`src/rtl/irq_hub.sv`:
```
module irq_hub #(
  parameter int NSRC = 32,
  parameter int AW = 8,
  parameter logic [NSRC-1:0] EDGE_SEL = NSRC'(32'hFFFF_0000)
) (
  input  logic            clk,
  input  logic            rst_n,
  input  logic            bus_we,
  input  logic [AW-1:0]   bus_addr,
  input  logic [31:0]     bus_wdata,
  output logic [31:0]     bus_rdata,
  input  logic [NSRC-1:0] src_in,
  output logic            irq_out
);
  localparam int IX_STAT = 0, IX_PEND = 1, IX_EN = 2, IX_ACK = 3;
  localparam int IX_SET = 4, IX_CLR = 5, IX_VEC = 6, IX_MST = 7;

  logic [NSRC-1:0] stat_q, en_q, src_q, pend, cap, wd;
  logic [1:0]      mst_q;
  logic [31:0]     vec;
  int              wsel;

  assign wsel = int'(bus_addr[AW-1:2]);
  assign wd   = bus_wdata[NSRC-1:0];
  assign pend = stat_q & en_q;
  assign cap  = mst_q[1] ? ((src_in & ~EDGE_SEL) | (src_in & ~src_q & EDGE_SEL)) : '0;
  assign irq_out = mst_q[0] && (|pend);

  always_comb begin
    vec = '1;
    for (int i = NSRC - 1; i >= 0; i--)
      if (pend[i]) vec = 32'(i);
  end

  always_ff @(posedge clk or negedge rst_n) begin
    if (!rst_n) begin
      stat_q <= '0;
      en_q   <= '0;
      src_q  <= '0;
      mst_q  <= '0;
    end else begin
      src_q <= src_in;
      if (bus_we && wsel == IX_STAT && !mst_q[1]) stat_q <= wd;
      else if (bus_we && wsel == IX_ACK)          stat_q <= (stat_q & ~wd) | cap;
      else                                        stat_q <= stat_q | cap;
      if (bus_we && wsel == IX_EN)  en_q <= wd;
      if (bus_we && wsel == IX_SET) en_q <= en_q | wd;
      if (bus_we && wsel == IX_CLR) en_q <= en_q & ~wd;
      if (bus_we && wsel == IX_MST) mst_q <= bus_wdata[1:0];
    end
  end

  always_comb begin
    case (wsel)
      IX_STAT: bus_rdata = 32'(stat_q);
      IX_PEND: bus_rdata = 32'(pend);
      IX_EN:   bus_rdata = 32'(en_q);
      IX_VEC:  bus_rdata = vec;
      IX_MST:  bus_rdata = 32'(mst_q);
      default: bus_rdata = '0;
    endcase
  end

  // acknowledged bits are gone next cycle unless recaptured
  a_r7_ack_clears: assert property (@(posedge clk) disable iff (!rst_n)
    (bus_we && wsel == IX_ACK && !mst_q[1]) |=> ((stat_q & $past(wd)) == '0));
  // set and clear enable
  a_r8_set_en: assert property (@(posedge clk) disable iff (!rst_n)
    (bus_we && wsel == IX_SET) |=> ((en_q & $past(wd)) == $past(wd)));
  a_r8_clr_en: assert property (@(posedge clk) disable iff (!rst_n)
    (bus_we && wsel == IX_CLR) |=> ((en_q & $past(wd)) == '0));
  // status writes blocked while capture is on, so status never loses bits
  a_r9_stat_blocked: assert property (@(posedge clk) disable iff (!rst_n)
    (bus_we && wsel == IX_STAT && mst_q[1]) |=> ((stat_q & $past(stat_q)) == $past(stat_q)));
  // a high level source is captured
  a_r6_level_sticks: assert property (@(posedge clk) disable iff (!rst_n)
    mst_q[1] |=> ((stat_q & $past(src_in & ~EDGE_SEL)) == $past(src_in & ~EDGE_SEL)));
  // with capture off and no bus write, status holds
  a_r5_no_capture: assert property (@(posedge clk) disable iff (!rst_n)
    (!mst_q[1] && !bus_we) |=> $stable(stat_q));
  // no pending, no request
  a_r4_quiet: assert property (@(posedge clk) disable iff (!rst_n)
    (stat_q & en_q) == '0 |-> !irq_out);
  // vector reads all ones when nothing pends
  a_r3_no_vec: assert property (@(posedge clk) disable iff (!rst_n)
    (wsel == IX_VEC && (stat_q & en_q) == '0) |-> bus_rdata == 32'hFFFF_FFFF);
endmodule

```
`config.mk`:
```
export PLATFORM = sky130hd
export DESIGN_NAME = irq_hub
export DESIGN_NICKNAME = d
export VERILOG_FILES = /design/src/rtl/irq_hub.sv
export SDC_FILE = /design/constraint.sdc
export NUM_CORES = 1
export LEC_CHECK = 0
export BUFFER_PORTS_ARGS = -buffer_cell sky130_fd_sc_hd__buf_2
export CAP_MARGIN = 0
export CORE_ASPECT_RATIO = 1.5
export CORE_MARGIN = 1
export CORE_UTILIZATION = 59
export DETAILED_ROUTE_END_ITERATION = 6
export GPL_TIMING_DRIVEN = 0
export PLACE_DENSITY = 0.95
export SYNTH_ARGS = -nofsm -noshare
export SYNTH_HDL_FRONTEND = slang
export SYNTH_SLANG_ARGS = --single-unit
```
`constraint.sdc`:
```
create_clock -name clk -period 2.8 [get_ports clk]
set_input_delay 0.28 -clock clk [delete_from_list [all_inputs] [get_ports clk]]
set_output_delay 0.28 -clock clk [all_outputs]
set_load 0.01 [all_outputs]
```
* After elaboration in Yosys (flattened, before gate mapping) *
Cells that the tools add are included.

cells by class
  muxes and demuxes = 39
  bitwise gates (word level) = 10
  equal/unequal tests = 9
  reductions and logical operators = 13

operator list
  operator            count
  $mux 32             38
  $pmux 32 s5         1
  $and 32x32->32      4
  $or 32x32->32       3
  $logic_not 32->1    2
  $not 32->32         2
  $or 16x32->32       1
  $reduce_or 32->1    1
  $eq 6x3->1 const B  4
  $eq 6x4->1 const B  3
  $logic_and 1x1->1   8
  $eq 6x1->1 const B  1
  $eq 6x2->1 const B  1
  $reduce_bool 3->1   1
  $logic_not 1->1     1

word-level totals
  register bits = 98
  bits of input ports = 75
  word-level logic and storage cells = 75
  output and inout bits = 33

* Logic depth before layout (Yosys ltp) *
  word-level depth = 34
  mapped depth = 7

* Worst setup path before layout *
Ideal clock, no wire load.

  path kind = input-to-output
  from = input port bus_addr[3]
  to = output port bus_rdata[10]
  data required time = 2.520 ns
  arrival = 1.643 ns
  slack = 0.877 ns
  stages on the path = 7
  cells stage by stage = buf_2 -> and2b_1 -> nand4_1 -> nor2_1 -> nand4_1 -> clkbuf_1 -> o21ai_0

between the ends
  longest elaborated chain between the ends = 2

RTL lines
  element                                         line  source
  start: declaration                              9     input logic [AW-1:0] bus_addr,
  $logic_not 32->1, or another cell as far along  54    case (wsel)
  $pmux 32 s5 (*)                                 54
  end: declaration                                11    output logic [31:0] bus_rdata,

Every way passes the cells marked *; elsewhere a longest branch is shown, timed or not.

* Worst setup path in the final report *
  from = register en_q[19]
  to = output port bus_rdata[14]

between the ends
  longest elaborated chain between the ends = 22

RTL lines
  element                   line  source
  start: declaration        18    logic [NSRC-1:0] stat_q, en_q, src_q, pend, cap, wd;
  start signal: assignment  46    if (bus_we && wsel == IX_EN) en_q <= wd;
  start signal: assignment  47    if (bus_we && wsel == IX_SET) en_q <= en_q | wd;
  start signal: assignment  48    if (bus_we && wsel == IX_CLR) en_q <= en_q & ~wd;
  $and 32x32->32            25    assign pend = stat_q & en_q;
  $mux 32 (20 in series)    32    if (pend[i]) vec = 32'(i);
  $pmux 32 s5               54

Every way passes these cells.

==> reports/metrics.yaml <==
status: "finished, violations left"
violations: "design-rule violations"
syn_area_per_cell_um2: 8.047
vias_per_cell: 6.569
crit_required_ps: 2520
track_usage_pct: 38.54
cts_buffers: 9
intPower_uw: 2699
filler_cell_count: 615
cts_tree: "done"
rows: 40
critPathSlowestCell: "dfrtp_1"
syn_inst: 605
num_vias: 5492
critical_path_class: "reg -> out"
start_kind: "flip-flop"
yosys-top-cells-area: "dfrtp_1 (42%), nand2_1 (10%), o21ai_0 (8.3%)"
dominantRegCellSynth: "dfrtp_1"
worstHoldStart: "src_in[23]"
hold_path.class: "in -> reg"
gp_congestion: 0.9719
yosys_warnings: 0
die_area_um2: 8626
crit_start: "en_q[19]"
yosysTopAreaCellShare_pct: 42.15
p_leak_uw: 0.002634
cp_max_fo: 10
setup_violations: 0
clkPwrFrac_pct: 29.1
synth_seq_area_share_pct: 42.15
root_buffer: "clkbuf_16"
critPathCaptureType: "output port"
grt_pass1_wl_um: 25950
finalMaxSlewViolations: 0
synthDistinctLibCells: 44
drt-initial-drc-count: 670
worst_pin_slew_ps: 731.0
hpwlAfterDp_um: 11310
core_um2: 8008
p_sw_share_pct: 35.24
seqCellArea_um2: 2052
seqPwrFrac_pct: 44.7
start_util_pct: 60.80
die_y_um: 113.3
ctsHtreeMaxLevel: 3
drc: 11
syn2layout_area_growth_pct: 21.18
critPathBufInv: 2
ant_nets: 0
clk_path_buf_depth: 2
regToRegSetupSlack_ps: 640
synth_common_cells: "nand2_1 (133), dfrtp_1 (82), o21ai_0 (81)"
stdcell_count: 836
pwr-share-comb_pct: 26.3
diodes: 0
p_sw_uw: 1469
antenna_found_initial: 0
synth_edf_count: 0
peakVddDrop_uv: 566.0
rsz0062_at_grt: "no"
yosysMostFrequentCell: "nand2_1"
whs_path_depth: 1
clk_pin_slew_worst_paths_ps: 60
relSlewSlack_pct: 51.09
grt_max_degree: 50
fin_crit_sh_pct: 98.14
path_delay_family: "simple AND/OR/NAND/NOR gates"
io_buffers: 105
async_flop_share_pct: 100.0
grt-ovfl-total: 0
powerDensity_nw_per_um2: 706.5
fin_crit_ps: 2748
synth_nets: 680
synth_top_area_cell: "dfrtp_1"
layout-drive-gt1-share_pct: 19.84
io_pins: 108
clock-sinks: 82
maxCapViolCount: 0
hold_violations: 0
multi_input_area_um2: 2585
fin_nets: 801
wl_per_cell_um: 18.95
first_global_vias: 5456
die_x_um: 76.17
place_inst: 816
drtPass1Iterations: 7
synth-seq-cells: 82
min_to: "src_q[23]"
wl_um: 15850
clock.fmax_mhz: 363.9
r2r-end: "stat_q[21]"
fin_skew_ps: 5.680
rr_worst_depth: 4
slowest_delay_ps: 450
worstPathCellList: "a22oi_1 > nand2_1 > nor2_1 > nand4_1 > clkbuf_2 > o21ai_0 > buf_2"
cp.arrival_ps: 2470
finalPower_uw: 4168
syn-cell-area_um2: 4868
insertion_delay_ps: 350
r2r-start: "mst_q[1]"
-- power groups by stage --
stage / Combinational, uW / Clock [uW] / Sequential, uW
after global placement: 1000 / 0 / 1820
final: 1090 / 1210 / 1860
after floorplan: 753 / 0 / 1730
after detailed placement: 1050 / 0 / 1850
after global routing: 1220 / 1260 / 1890
after CTS: 1070 / 1220 / 1830
-- repair_timing --
item,CTS,global route
gates resized for setup,0,6
hold buffers,1,0
hold endpoints to repair,33,0
pin swaps,1,1
setup buffers,2,1
endpoints found under the setup margin,12,7
-- area by class of cell --
cell class / count / area share, %
Timing Repair Buffer: 110 / 9.968
Clock buffer: 14 / 4.475
Clock inverter: 2 / 0.5938
Buffer: 41 / 2.927
Tap cell: 105 / 2.227
Sequential cell: 82 / 34.78
Multi-Input combinational cell: 463 / 43.82
Inverter: 19 / 1.209
-- metrics by stage --
stage	instance area (um2)	util, %	setup WS, ps	setup TNS, ps	hold WS (ps)
detailed placement	5555	69.38	-37.32	-85.11	260.7
floorplan	4868	-	877.1	0	-15.59
global route	5899	73.67	12.70	0	48.44
global placement	5525	69.00	63.75	0	403.5
finish	5899	73.67	52.20	0	49.86
CTS	5879	73.42	69.53	0	47.12
-- cell families after synthesis --
kind of cell	count (synthesis)	share of synthesized area, %
mux	5	1.079
simple gates	197	18.53
flops	82	42.15
buf+inv	60	4.960
compound gates	261	33.28
-- how the worst max path moves through the flow --
stage	end	slack, ps	depth (start not counted)
final	bus_rdata[14]	50	7
after global routing	bus_rdata[14]	10	7
after CTS	bus_rdata[29]	70	7
after detailed placement	bus_rdata[29]	-40	9
after global placement	bus_rdata[15]	60	9
after floorplan	bus_rdata[10]	880	7
-- state kept, by name, summed over array words and instances (netlist names) --
signal  cells
en_q       32
src_q      16
stat_q     32
mst_q       2
-- cell usage in the layout, fill, tap and decap left out, drive strengths merged, types with 4 or more instances in the layout --
master,Yosys,final
nor2,8,8
buf,12,121
nor2b,4,4
inv,19,19
dfrtp,82,82
nand2b,27,27
a32oi,45,45
nand3,10,10
clkbuf,29,43
nand2,133,133
o21ai,97,97
nand4,4,4
a22oi,27,27
a21oi,69,69
-- per-layer routing --
metal | wire length [um] | global-route usage (%) | vias up
met5 | 0 | 0 | -
met4 | 718 | 24.74 | 0
met3 | 1381 | 7.177 | 76
met2 | 8042 | 66.30 | 367
met1 | 5703 | 44.05 | 2577
li1 | - | - | 2472
(Power assumes the default switching activity.)
